===== config.mk =====
export PLATFORM = sky130hd
export DESIGN_NAME = fpbus_seq
export DESIGN_NICKNAME = d
export VERILOG_FILES = /design/src/rtl/fpbus_pkg.sv /design/src/rtl/fpbus_ctl.sv /design/src/rtl/fpbus_dpath.sv /design/src/rtl/fpbus_done.sv /design/src/rtl/fpbus_seq.sv
export SDC_FILE = /design/constraint.sdc
export NUM_CORES = 1
export LEC_CHECK = 0
export ABC_AREA = 1
export BUFFER_PORTS_ARGS = -buffer_cell sky130_fd_sc_hd__buf_2
export CORE_UTILIZATION = 35
export CTS_BUF_LIST = sky130_fd_sc_hd__clkbuf_4 sky130_fd_sc_hd__clkbuf_8
export DETAILED_ROUTE_END_ITERATION = 8
export PLACE_DENSITY = 0.64
export SYNTH_ARGS = -nofsm -noshare
export SYNTH_HDL_FRONTEND = slang
export SYNTH_SLANG_ARGS = --single-unit

===== constraint.sdc =====
create_clock -name clk -period 1.6 [get_ports clk]
set_input_delay 0.24 -clock clk [delete_from_list [all_inputs] [get_ports clk]]
set_output_delay 0.24 -clock clk [all_outputs]
set_load 0.02 [all_outputs]

===== src/rtl/fpbus_pkg.sv =====
package fpbus_pkg;
  typedef enum logic [1:0] {
    ST_IDLE = 2'd0,
    ST_REQ  = 2'd1,
    ST_DRV  = 2'd2
  } seq_st_t;
endpackage


===== src/rtl/fpbus_ctl.sv =====
module fpbus_ctl
  import fpbus_pkg::*;
(
  input  logic clk,
  input  logic rst,
  input  logic rd_go,
  input  logic wr_go,
  input  logic bus_gnt,
  input  logic slv_ack,
  input  logic slv_quit,
  output logic start_acc,
  output logic grant_acc,
  output logic finish,
  output logic op_wr,
  output logic bus_req,
  output logic rd_sel,
  output logic wr_sel,
  output logic addr_oe,
  output logic data_oe
);
  seq_st_t st;

  // start is only taken in idle; read wins a tie
  assign start_acc = (st == ST_IDLE) && (rd_go || wr_go);
  assign grant_acc = (st == ST_REQ) && bus_gnt;
  assign finish    = (st == ST_DRV) && (slv_ack || slv_quit);

  always_ff @(posedge clk) begin
    if (rst) begin
      st      <= ST_IDLE;
      op_wr   <= 1'b0;
      bus_req <= 1'b0;
      rd_sel  <= 1'b0;
      wr_sel  <= 1'b0;
      addr_oe <= 1'b0;
      data_oe <= 1'b0;
    end else begin
      unique case (st)
        ST_IDLE: if (start_acc) begin
          st      <= ST_REQ;
          op_wr   <= ~rd_go;
          bus_req <= 1'b1;
          rd_sel  <= rd_go;
          wr_sel  <= ~rd_go;
        end
        ST_REQ: if (grant_acc) begin
          st      <= ST_DRV;
          bus_req <= 1'b0;
          addr_oe <= 1'b1;
          data_oe <= op_wr;
        end
        ST_DRV: if (finish) begin
          st      <= ST_IDLE;
          rd_sel  <= 1'b0;
          wr_sel  <= 1'b0;
          addr_oe <= 1'b0;
          data_oe <= 1'b0;
        end
        default: st <= ST_IDLE;
      endcase
    end
  end

  AST_REQ_HOLD: assert property (@(posedge clk) disable iff (rst)
    bus_req && !bus_gnt |=> bus_req);
  AST_REQ_DROP: assert property (@(posedge clk) disable iff (rst)
    bus_req && bus_gnt |=> !bus_req && addr_oe);
  AST_SEL_EXCL: assert property (@(posedge clk) disable iff (rst)
    !(rd_sel && wr_sel));
  AST_DRV_HOLD: assert property (@(posedge clk) disable iff (rst)
    addr_oe && !slv_ack && !slv_quit |=> addr_oe);
endmodule


===== src/rtl/fpbus_dpath.sv =====
module fpbus_dpath #(
  parameter int AW = 16,
  parameter int DW = 16
) (
  input  logic          clk,
  input  logic          rst,
  input  logic          start_acc,
  input  logic          grant_acc,
  input  logic          finish,
  input  logic          op_wr,
  input  logic          slv_ack,
  input  logic [AW-1:0] addr_sw,
  input  logic [DW-1:0] data_sw,
  input  logic [DW-1:0] bus_din,
  output logic [AW-1:0] bus_addr,
  output logic [DW-1:0] bus_dout,
  output logic [DW-1:0] disp_data
);
  localparam logic [DW-1:0] DZERO = '0;
  logic [AW-1:0] addr_q;
  logic [DW-1:0] data_q;

  always_ff @(posedge clk) begin
    if (rst) begin
      addr_q    <= '0;
      data_q    <= '0;
      bus_addr  <= '0;
      bus_dout  <= '0;
      disp_data <= '0;
    end else begin
      if (start_acc) begin
        addr_q <= addr_sw;
        data_q <= data_sw;
      end
      if (grant_acc) begin
        bus_addr <= addr_q;
        bus_dout <= op_wr ? data_q : DZERO;
      end else if (finish) begin
        bus_addr <= '0;
        bus_dout <= '0;
      end
      if (finish && !op_wr && slv_ack)
        disp_data <= bus_din;
    end
  end

  AST_DISP_KEEP: assert property (@(posedge clk) disable iff (rst)
    !finish |=> $stable(disp_data));
endmodule


===== src/rtl/fpbus_done.sv =====
module fpbus_done (
  input  logic clk,
  input  logic rst,
  input  logic start_acc,
  input  logic finish,
  output logic done
);
  always_ff @(posedge clk) begin
    if (rst)            done <= 1'b0;
    else if (start_acc) done <= 1'b0;
    else if (finish)    done <= 1'b1;
  end

  AST_DONE_SET: assert property (@(posedge clk) disable iff (rst)
    finish |=> done);
  AST_DONE_HOLD: assert property (@(posedge clk) disable iff (rst)
    done && !start_acc |=> done);
endmodule


===== src/rtl/fpbus_seq.sv =====
module fpbus_seq #(
  parameter int AW = 16,
  parameter int DW = 16
) (
  input  logic          clk,
  input  logic          rst,
  input  logic          rd_go,
  input  logic          wr_go,
  input  logic [AW-1:0] addr_sw,
  input  logic [DW-1:0] data_sw,
  input  logic          bus_gnt,
  input  logic          slv_ack,
  input  logic          slv_quit,
  input  logic [DW-1:0] bus_din,
  output logic          bus_req,
  output logic          rd_sel,
  output logic          wr_sel,
  output logic          addr_oe,
  output logic          data_oe,
  output logic [AW-1:0] bus_addr,
  output logic [DW-1:0] bus_dout,
  output logic [DW-1:0] disp_data,
  output logic          done
);
  logic start_acc, grant_acc, finish, op_wr;

  fpbus_ctl u_ctl (
    .clk(clk), .rst(rst), .rd_go(rd_go), .wr_go(wr_go),
    .bus_gnt(bus_gnt), .slv_ack(slv_ack), .slv_quit(slv_quit),
    .start_acc(start_acc), .grant_acc(grant_acc), .finish(finish),
    .op_wr(op_wr), .bus_req(bus_req), .rd_sel(rd_sel), .wr_sel(wr_sel),
    .addr_oe(addr_oe), .data_oe(data_oe)
  );

  fpbus_dpath #(.AW(AW), .DW(DW)) u_dpath (
    .clk(clk), .rst(rst), .start_acc(start_acc), .grant_acc(grant_acc),
    .finish(finish), .op_wr(op_wr), .slv_ack(slv_ack),
    .addr_sw(addr_sw), .data_sw(data_sw), .bus_din(bus_din),
    .bus_addr(bus_addr), .bus_dout(bus_dout), .disp_data(disp_data)
  );

  fpbus_done u_done (
    .clk(clk), .rst(rst), .start_acc(start_acc), .finish(finish),
    .done(done)
  );

  AST_RD_NODATA: assert property (@(posedge clk) disable iff (rst)
    rd_sel |-> !data_oe && (bus_dout == '0));
  AST_WR_DATA: assert property (@(posedge clk) disable iff (rst)
    addr_oe && wr_sel |-> data_oe);
  AST_ADDR_STABLE: assert property (@(posedge clk) disable iff (rst)
    addr_oe && $past(addr_oe) |-> $stable(bus_addr));
  AST_NO_ADDR_EARLY: assert property (@(posedge clk) disable iff (rst)
    !addr_oe |-> bus_addr == '0);
endmodule


==> impl_metrics.py, run 1 <==
metrics = {
    "status": {
        "outcome": "complete, but fails checks",
        "violations": "design-rule violations",
    },
    "floorplanning": {
        "initial_core_util_pct": 36.8,
        "die_area_um2": 9700,
        "ios": 109,
        "fp.dieW_um": 98.5,
        "core-area_um2": 8850,
        "fp-row-count": 34,
        "die_h_um": 98.5,
    },
    "clock_network": {
        "cts_hold_buffers": 0,
        "clockBufferDepth": 2,
        "cts_tree": "built",
        "post_cts.repair.setup_buffers": 0,
        "htree_levels": 3,
        "clock_sinks": 89,
        "post_cts_resize_count": 0,
        "numCtsBuffers": 9,
        "root_buffer": "clkbuf_8",
        "clk_pin_slew_worst_paths_ns": 0.09,
        "clock_latency_ns": 0.35,
    },
    "synth": {
        "ys_seq_area_share_pct": 54.7,
        "synth_top_area_share_pct": 54.7,
        "ys_warn_count": 0,
        "synth_top_area_cell": "dfxtp_1",
        "synth_area_per_cell_um2": 8.18,
        "yosysUniqueCellTypes": 24,
        "yosys_register_bits": 89,
        "netlist_top_cells_area": "dfxtp_1 (55%), nand2_1 (14%), a21oi_1 (6.0%)",
        "syn-num-nets": 453,
        "synthCells": 398,
        "syn_area_um2": 3260,
    },
    "setup_path": {
        "critPathLaunchType": "register",
        "reg2reg_depth": 5,
        "regToRegSetupSlack_ns": 0.25,
        "worstPathRequired_ns": 1.84,
        "crit_fanout": 36,
        "cp-end-kind": "register",
        "cp.arrival_ns": 1.59,
        "critPathKind": "register to register",
        "r2r-start": "u_ctl.st[1]",
        "crit_start": "u_ctl.st[1]",
    },
    "sta": {
        "fmax_mhz": 741,
        "finalMaxSlewViolations": 0,
        "rsz0062_at_grt": "no",
        "finClkSkew_ns": 0.00540,
        "slew_headroom_pct": 72.9,
        "setup_viol": 0,
        "worst_pin_slew_ns": 0.406,
        "min_period_ns": 1.35,
        "whs_ns": 0.0769,
        "tns_ns": 0,
        "post-route-period-util_pct": 84.3,
        "hold_violations": 0,
    },
    "route": {
        "drt-initial-drc-count": 126,
        "viasPerCell": 4.67,
        "vias": 2863,
        "dr.pass1.iters": 6,
        "ant_nets": 0,
        "routed_wl_mm": 7.87,
        "wl_per_cell_um": 12.8,
        "route.detailed.drc": 9,
    },
    "layout": {
        "utilization_pct": 45.4,
        "fin_cells": 613,
        "drive_gt1_share_pct": 29.3,
        "layout_commonest_cell": "nand2_1",
        "nets": 555,
        "area_growth_pct": 23.5,
        "final_area_um2": 4020,
        "final_cell_mix": "nand2_1 (123), buf_2 (108), dfxtp_1 (89)",
        "diodes": 0,
    },
    "grt": {
        "grt_max_degree": 37,
        "grt_util_all_layers_pct": 16.9,
        "grt_pass1_wl_mm": 12.9,
        "grt_pass1_vias": 2708,
        "grt-ovfl-total": 0,
        "antenna_found_initial": 0,
    },
    "place": {
        "globalplace.congestion": 0.790,
        "post-place-cells": 597,
        "portBuffers": 108,
        "dpl.hpwl_mm": 5.54,
        "placed_cell_area_um2": 3810,
    },
    "hold_path": {
        "whs_path_depth": 3,
        "worstHoldStart": "addr_sw[4]",
        "min_path_type": "input pin to register",
    },
    "power": {
        "power_density_nw_per_um2": 1100,
        "p_leak_uw": 0.00189,
        "ir_drop_mv": 0.454,
    },
    "job": {
        "max_cap_violations": 0,
    },
}
-- worst max-delay path, stage by stage, from the launching register on --
cell     delay [ns]
dfxtp_1        0.44
inv_2          0.10
nor2_4         0.17
nand2_4        0.27
nand3_1        0.18
a21oi_1        0.07
-- sequential cells by signal (all words and copies together), names as in the netlist --
signal and count:
u_dpath.bus_addr 16, u_ctl.bus_req 1, u_ctl.st 2, u_dpath.addr_q 16
u_ctl.op_wr 1, u_dpath.data_q 16, u_ctl.wr_sel 1, u_ctl.addr_oe 1
u_dpath.bus_dout 16, u_ctl.rd_sel 1, u_ctl.data_oe 1, u_done.done 1
u_dpath.disp_data 16
-- Yosys cell counts --
| cell | count |
|---|---|
| clkbuf_1 | 5 |
| nand3_1 | 35 |
| o21ai_0 | 7 |
| buf_2 | 9 |
| buf_12 | 1 |
| o21ai_1 | 9 |
| buf_4 | 4 |
| dfxtp_1 | 89 |
| nor2_1 | 33 |
| nand2_4 | 2 |
| inv_6 | 1 |
| clkinv_2 | 1 |
| nor2_2 | 2 |
| inv_1 | 6 |
| nor2_4 | 3 |
| buf_6 | 6 |
| inv_2 | 2 |
| nand4_1 | 16 |
| nand2_2 | 2 |
| nand2_1 | 123 |
| nand3_4 | 1 |
| inv_4 | 1 |
| o21ai_2 | 1 |
| a21oi_1 | 39 |
-- power breakdown --
| group | leakage (uW) | switching (uW) | internal [uW] |
|---|---|---|---|
| combinational | 0.00106 | 300 | 159 |
| clock | 0.000104 | 824 | 754 |
| sequential | 0.000725 | 61.5 | 2320 |
-- final cells by class --
| type | instances | area (um2) |
|---|---|---|
| repair buffers | 116 | 601 |
| well taps | 108 | 135 |
| multi-input cells | 273 | 1240 |
| clock inverters | 7 | 86.3 |
| fillers | 912 | 4830 |
| inverters | 11 | 50.0 |
| clock buffers | 9 | 124 |
| flip-flops and latches | 89 | 1780 |
-- metrics by stage --
step,power [uW],worst slack [ns]
6_report,4420,0.251
5_1_grt,4670,0.128
4_1_cts,4500,0.260
3_5_place_dp,2900,0.280
3_3_place_gp,2890,0.294
2_1_floorplan,2740,0.462
-- layer usage --
metal	share of wire, %	vias to the layer above	track usage, %	wire length [um]
li1	-	1503	-	-
met1	45	1263	21.0	3520
met2	48	84	28.3	3740
met3	5.7	13	3.90	452
met4	1.9	0	6.89	150
met5	0	-	0	0
-- cell families (layout without fill, tap and decap cells) --
group                  count (synthesis)  count (layout)  synth area share [%]
AOI/OAI and AO/OA                     56              56                  8.72
DFF                                   89              89                  54.7
buffers and inverters                 36             143                  7.11
and+or+nand+nor                      217             217                  29.5
-- worst paths after layout --
path / endpoint
hold reg to reg: u_dpath.data_q[1]
setup reg to reg: u_dpath.bus_addr[4]
hold / removal: u_dpath.addr_q[4]
setup / recovery: u_dpath.bus_addr[4]
(Power assumes the default switching activity.)
==> inputs of run 2 (changes only) <==
--- a/config.mk
+++ b/config.mk
@@ -5,12 +5,12 @@
 export SDC_FILE = /design/constraint.sdc
 export NUM_CORES = 1
 export LEC_CHECK = 0
-export ABC_AREA = 1
+export ABC_AREA = 0
 export BUFFER_PORTS_ARGS = -buffer_cell sky130_fd_sc_hd__buf_2
 export CORE_UTILIZATION = 35
 export CTS_BUF_LIST = sky130_fd_sc_hd__clkbuf_4 sky130_fd_sc_hd__clkbuf_8
 export DETAILED_ROUTE_END_ITERATION = 8
-export PLACE_DENSITY = 0.64
+export PLACE_DENSITY = 0.65
 export SYNTH_ARGS = -nofsm -noshare
 export SYNTH_HDL_FRONTEND = slang
 export SYNTH_SLANG_ARGS = --single-unit
==> constraint.sdc (replaced) <==
create_clock -name clk -period 1.3 [get_ports clk]
set_input_delay 0.195 -clock clk [delete_from_list [all_inputs] [get_ports clk]]
set_output_delay 0.195 -clock clk [all_outputs]
set_load 0.02 [all_outputs]
==> run 2 against run 1 <==
Compared with the run above: combinational power grew 18%; core utilization grew 4.1 points; cell count shrank 22%; the flow finishes with violations (negative setup slack); die area shrank 10%; highest routed layer unchanged; worst setup slack lost 0.27 ns.
==> impl_metrics.py, run 2 <==
metrics = {
    "layout": {
        "fillers": 729,
        "ff_latch_area_um2": 1790,
        "multi_input_area_um2": 1060,
        "drive_gt1_share_pct": 42.9,
        "layout_commonest_cell": "buf_2",
        "diodes": 0,
        "area_growth_pct": 33.7,
        "final_cell_mix": "buf_2 (108), dfxtp_1 (87), a22o_1 (65)",
        "nets": 428,
    },
    "clock_network": {
        "numCtsBuffers": 9,
        "cts_tree": "built",
        "clockBufferDepth": 2,
        "root_buffer": "clkbuf_8",
        "clock_latency_ns": 0.35,
        "htree_levels": 3,
        "clock_sinks": 89,
        "clk_pin_slew_worst_paths_ns": 0.09,
    },
    "grt": {
        "grt-ovfl-total": 0,
        "antenna_found_initial": 0,
        "grt_pass1_wl_mm": 11.2,
        "grt_max_degree": 34,
        "grt_pass1_vias": 2302,
        "grt_util_all_layers_pct": 16.5,
    },
    "synth": {
        "ys.flop_type": "dfxtp_1",
        "yosys_register_bits": 89,
        "synth_top_area_share_pct": 60.9,
        "ys_top_cells_by_count": "dfxtp_1 (89), a22o_1 (65), nand2_1 (34)",
        "ys_warn_count": 0,
        "synthCells": 254,
        "syn_area_um2": 2920,
        "synth_area_per_cell_um2": 11.5,
        "synth_top_area_cell": "dfxtp_1",
        "async_reset_ff_share_pct": 0,
        "ys_seq_area_share_pct": 60.9,
        "netlist_top_cells_area": "dfxtp_1 (61%), a22o_1 (19%), nand2_1 (4.4%)",
        "yosysUniqueCellTypes": 31,
        "synth-edff-count": 0,
        "syn-num-nets": 309,
        "yosysMostFrequentCell": "dfxtp_1",
    },
    "setup_path": {
        "critPathLaunchType": "register",
        "crit_buf_inv": 2,
        "crit_fanout": 8,
        "cp-end-kind": "register",
        "crit_family": "flip-flops",
        "cp.arrival_ns": 1.57,
        "worstPathRequired_ns": 1.55,
        "crit_path_frequent_cell": "buf_4",
        "crit_slowest_cell": "dfxtp_4",
        "regToRegSetupSlack_ns": -0.02,
        "max_stage_delay_ns": 0.37,
        "crit_chain": "buf_4, nor4bb_4, buf_4, and2_4, a22o_1",
        "critPathKind": "register to register",
    },
    "route": {
        "vias": 2382,
        "ant_nets": 0,
        "routed_wl_mm": 7.10,
        "drt-initial-drc-count": 74,
        "viasPerCell": 4.96,
        "wl_per_cell_um": 14.8,
        "route.detailed.drc": 0,
        "dr.pass1.iters": 4,
    },
    "hold_path": {
        "min_path_type": "input pin to register",
    },
    "job": {
        "max_cap_violations": 0,
    },
    "sta": {
        "finClkSkew_ns": 0.0100,
        "timing.final.ws_setup_ns": -0.0154,
        "finalMaxSlewViolations": 0,
        "setup_viol": 8,
        "fmax_mhz": 760,
        "post-route-period-util_pct": 101,
        "slew_headroom_pct": 79.6,
        "worst_pin_slew_ns": 0.298,
        "rsz0062_at_grt": "yes",
        "whs_ns": 0.0494,
        "min_period_ns": 1.32,
        "hold_violations": 0,
    },
    "floorplanning": {
        "ios": 109,
        "die_area_um2": 8720,
        "fp-row-count": 32,
        "die_h_um": 93.4,
        "initial_core_util_pct": 37.1,
        "core-area_um2": 7890,
        "fp.dieW_um": 93.4,
    },
    "place": {
        "dpl.hpwl_mm": 4.59,
        "dp_slack_ns": -0.0285,
        "portBuffers": 108,
        "globalplace.congestion": 0.714,
    },
    "status": {
        "outcome": "complete, but fails checks",
        "violations": "negative setup slack",
    },
    "power": {
        "power_density_nw_per_um2": 1330,
        "ir_drop_mv": 0.554,
        "p_leak_uw": 0.00180,
    },
}
run 2: cell count changes after synthesis, sizes merged, moves of 2 or more:
cell / delta
clkbuf: +2
nor2: -36
a22o: +65
a21oi: -20
nor4bb: +2
nand2: -93
buf: -5
o21ai: -16
nor2b: +2
inv: -8
nand3: -36
nand4: -16
run 2: what timing repair did:
item,in CTS,in global routing
gates cloned,1,2
pin swaps,2,10
resized for setup,13,15
setup buffers,2,1
setup endpoints to repair,15,67
hold buffers,0,0
run 2: layout make-up:
type                       instances  share of cell area, %
tap                              102                   3.26
timing repair buffer             128                   19.2
clock inverter                     7                   1.41
sequential                        89                   45.8
clock buffer                       9                   3.17
multi-input combinational        143                   27.0
inverter                           2                  0.192
run 2: final timing paths:
check                                           from                    to  cells after the start
worst max-delay path                     u_ctl.st[0]   u_dpath.bus_dout[0]                      5
worst min-delay path                     addr_sw[12]    u_dpath.addr_q[12]                      2
worst max register to register           u_ctl.st[0]   u_dpath.bus_dout[0]                      5
worst min register to register  u_dpath.disp_data[7]  u_dpath.disp_data[7]                      2
run 2: metrics by stage:
stage                     total power, uW  cells  setup TNS, ns  util, %  instance area, um2
after floorplan                      3290    254         -0.828        -                2960
after global placement               3490    458              0     45.6                3600
after detailed placement             3500    458        -0.0932     45.6                3600
after CTS                            5230    477         -0.118     48.7                3840
after global routing                 5470    480          -1.90     49.6                3910
final                                5180    480        -0.0668     49.6                3910
run 2: metal layers:
layer,track usage (%),routed length [um],vias to the layer above
met5,0,0,-
met4,5.00,77,0
met3,5.37,475,6
met2,26.1,3230,75
met1,21.3,3320,1127
li1,-,-,1174
run 2: power by group:
| group | internal [uW] | total [uW] | switching, uW |
|---|---|---|---|
| Clock | 714 | 1710 | 993 |
| Combinational | 267 | 542 | 275 |
| Sequential | 2850 | 2930 | 79.7 |
run 2: cell families after synthesis:
group,Yosys count,share of synthesized area (%)
AOI/OAI and AO/OA,93,25.3
buffers and inverters,24,4.92
and+or+nand+nor,48,8.81
DFF,89,60.9
==> inputs of run 3 (changes only) <==
--- a/config.mk
+++ b/config.mk
@@ -6,11 +6,13 @@
 export NUM_CORES = 1
 export LEC_CHECK = 0
 export ABC_AREA = 0
-export BUFFER_PORTS_ARGS = -buffer_cell sky130_fd_sc_hd__buf_2
 export CORE_UTILIZATION = 35
 export CTS_BUF_LIST = sky130_fd_sc_hd__clkbuf_4 sky130_fd_sc_hd__clkbuf_8
 export DETAILED_ROUTE_END_ITERATION = 8
-export PLACE_DENSITY = 0.65
+export DONT_BUFFER_PORTS = 1
+export HOLD_SLACK_MARGIN = 0.08
+export PLACE_DENSITY = 0.54
+export SETUP_SLACK_MARGIN = 0.1
 export SYNTH_ARGS = -nofsm -noshare
 export SYNTH_HDL_FRONTEND = slang
 export SYNTH_SLANG_ARGS = --single-unit
==> run 3 against run 2 <==
Compared with the run above: the flow finishes with violations (negative hold slack, negative setup slack); register-to-register slack is essentially flat; sequential power is 2% higher; worst hold slack got worse by 0.15 ns; worst setup slack worse by 0.0036 ns; largest power group unchanged; largest cell class unchanged; global-route usage fell by 0.29 points; critical endpoint is now u_dpath.disp_data[13]; power increased by 4.8%; maximum frequency decreased by 0.27%; die area unchanged.
==> impl_metrics.py, run 3 (synthesized netlist as in run 2, its figures left out) <==
metrics = {
    "sta": {
        "setup_viol": 14,
        "min_period_ns": 1.32,
        "finClkSkew_ns": 0.0103,
        "worst_pin_slew_ns": 0.336,
        "slew_headroom_pct": 77.0,
        "rsz0062_at_grt": "yes",
        "fmax_mhz": 758,
        "timing.final.ws_setup_ns": -0.0190,
        "whs_ns": -0.100,
        "hold_violations": 20,
        "finalMaxSlewViolations": 0,
        "post-route-period-util_pct": 101,
        "tns_ns": -0.0904,
    },
    "route": {
        "dr.pass1.iters": 4,
        "vias": 2159,
        "drt-initial-drc-count": 50,
        "ant_nets": 0,
        "routed_wl_mm": 7.56,
        "route.detailed.drc": 0,
        "wl_per_cell_um": 18.4,
        "viasPerCell": 5.27,
    },
    "layout": {
        "area_growth_pct": 32.6,
        "nets": 358,
        "fillers": 725,
        "utilization_pct": 49.2,
        "drive_gt1_share_pct": 22.7,
        "diodes": 0,
        "final_area_um2": 3880,
        "final_cell_mix": "dfxtp_1 (87), a22o_1 (65), dlygate4sd3_1 (33)",
        "layout_commonest_cell": "dfxtp_1",
    },
    "grt": {
        "grt_pass1_wl_mm": 10.7,
        "grt_max_degree": 26,
        "grt_pass1_vias": 2133,
        "grt_util_all_layers_pct": 16.2,
        "grt-ovfl-total": 0,
        "antenna_found_initial": 0,
    },
    "power": {
        "sw_frac_of_total_pct": 24.7,
        "seqPwrFrac_pct": 55.0,
        "switchingPower_uw": 1340,
        "p_clk_share_pct": 35.1,
        "ir_drop_mv": 0.564,
        "p_leak_uw": 0.00151,
        "power.internal_uw": 4090,
        "power_density_nw_per_um2": 1400,
        "pwr-share-comb_pct": 9.9,
    },
    "place": {
        "portBuffers": 0,
        "globalplace.congestion": 0.682,
        "dp_slack_ns": -0.0303,
        "dpl.hpwl_mm": 4.19,
        "placed_cell_area_um2": 3060,
    },
    "floorplanning": {
        "fp.dieW_um": 93.4,
        "ios": 109,
        "die_area_um2": 8720,
        "initial_core_util_pct": 37.1,
        "die_h_um": 93.4,
        "fp-row-count": 32,
        "core-area_um2": 7890,
    },
    "hold_path": {
        "worstHoldStart": "rst",
        "whs_path_depth": 1,
        "hold_end": "u_dpath.disp_data[7]",
        "min_path_type": "input pin to register",
    },
    "setup_path": {
        "critPathKind": "register to register",
        "r2r_end": "u_dpath.disp_data[13]",
        "cp.arrival_ns": 1.60,
        "crit_fanout": 8,
        "regToRegSetupSlack_ns": -0.02,
        "r2r-start": "u_ctl.st[0]",
        "critPathLaunchType": "register",
        "cp-end-kind": "register",
        "worstPathRequired_ns": 1.58,
        "reg2reg_depth": 5,
    },
    "clock_network": {
        "cts_hold_buffers": 33,
        "clockBufferDepth": 2,
        "clock_latency_ns": 0.35,
        "root_buffer": "clkbuf_8",
        "numCtsBuffers": 9,
        "htree_levels": 3,
        "cts_tree": "built",
        "clk_pin_slew_worst_paths_ns": 0.08,
        "clock_sinks": 89,
    },
    "job": {
        "max_cap_violations": 0,
    },
    "status": {
        "violations": "negative hold slack, negative setup slack",
        "outcome": "complete, but fails checks",
    },
}
## run 3: cell count changes in the layout (fill, tap and decap cells not counted), sizes merged
cell / change
dlygate4sd3: +33
buf: -106
clkinv: -1
clkbuf: +4
bufinv: +1
clkinvlp: -1
## run 3: worst max-delay path, cell delays in order, from the launching register on
cell      delay, ns
dfxtp_4        0.37
buf_6          0.12
nor4bb_4       0.37
buf_6          0.21
nand2_1        0.07
a21oi_1        0.11
## run 3: per-layer routing
| metal | vias up | wire length (um) | global-route usage (%) |
|---|---|---|---|
| met3 | 7 | 566 | 6.10 |
| met5 | - | 0 | 0 |
| met4 | 0 | 87 | 6.92 |
| met1 | 1037 | 3470 | 19.8 |
| li1 | 1034 | - | - |
| met2 | 81 | 3440 | 25.5 |
## run 3: cell type report
class / instances / area [um2] / area share [%]
clock inverter: 6 / 66.3 / 1.71
inverter: 2 / 7.51 / 0.194
sequential: 89 / 1790 / 46.1
multi-input combinational: 143 / 1110 / 28.5
tap: 102 / 128 / 3.29
clock buffer: 10 / 131 / 3.39
timing repair buffer: 58 / 649 / 16.7
## run 3: power groups by stage
stage | sequential (uW) | clock (uW) | combinational, uW
2_1_floorplan | 3020 | 0 | 289
3_3_place_gp | 3040 | 0 | 328
3_5_place_dp | 3050 | 0 | 334
4_1_cts | 2980 | 1960 | 462
5_1_grt | 3000 | 2060 | 573
6_report | 2980 | 1910 | 539
## run 3: stage by stage
stage	hold slack (ns)	total power, uW	cells
6_report	-0.100	5430	410
3_5_place_dp	0.268	3380	347
4_1_cts	-0.118	5400	404
3_3_place_gp	0.266	3370	347
5_1_grt	-0.127	5630	410
2_1_floorplan	0.279	3300	254
## run 3: what timing repair did
action | CTS | global route
pin swaps | 13 | 22
endpoints found under the setup margin | 84 | 86
hold endpoints to repair | 53 | 20
cloned | 4 | 5
resized for setup | 22 | 23
setup buffers | 4 | 2
## run 3: worst max path at each step
stage,startpoint,endpoint,slack [ns],cells past startpoint
final,u_ctl.st[0],u_dpath.disp_data[13],-0.02,5
after global routing,u_ctl.st[0],u_dpath.disp_data[13],-0.07,5
after CTS,u_ctl.st[0],u_dpath.disp_data[3],-0.03,5
after detailed placement,u_ctl.st[1],u_dpath.bus_dout[10],-0.03,4
after global placement,u_ctl.st[1],u_dpath.bus_dout[10],0.01,4
after floorplan,u_ctl.st[0],u_dpath.bus_dout[10],-0.07,7
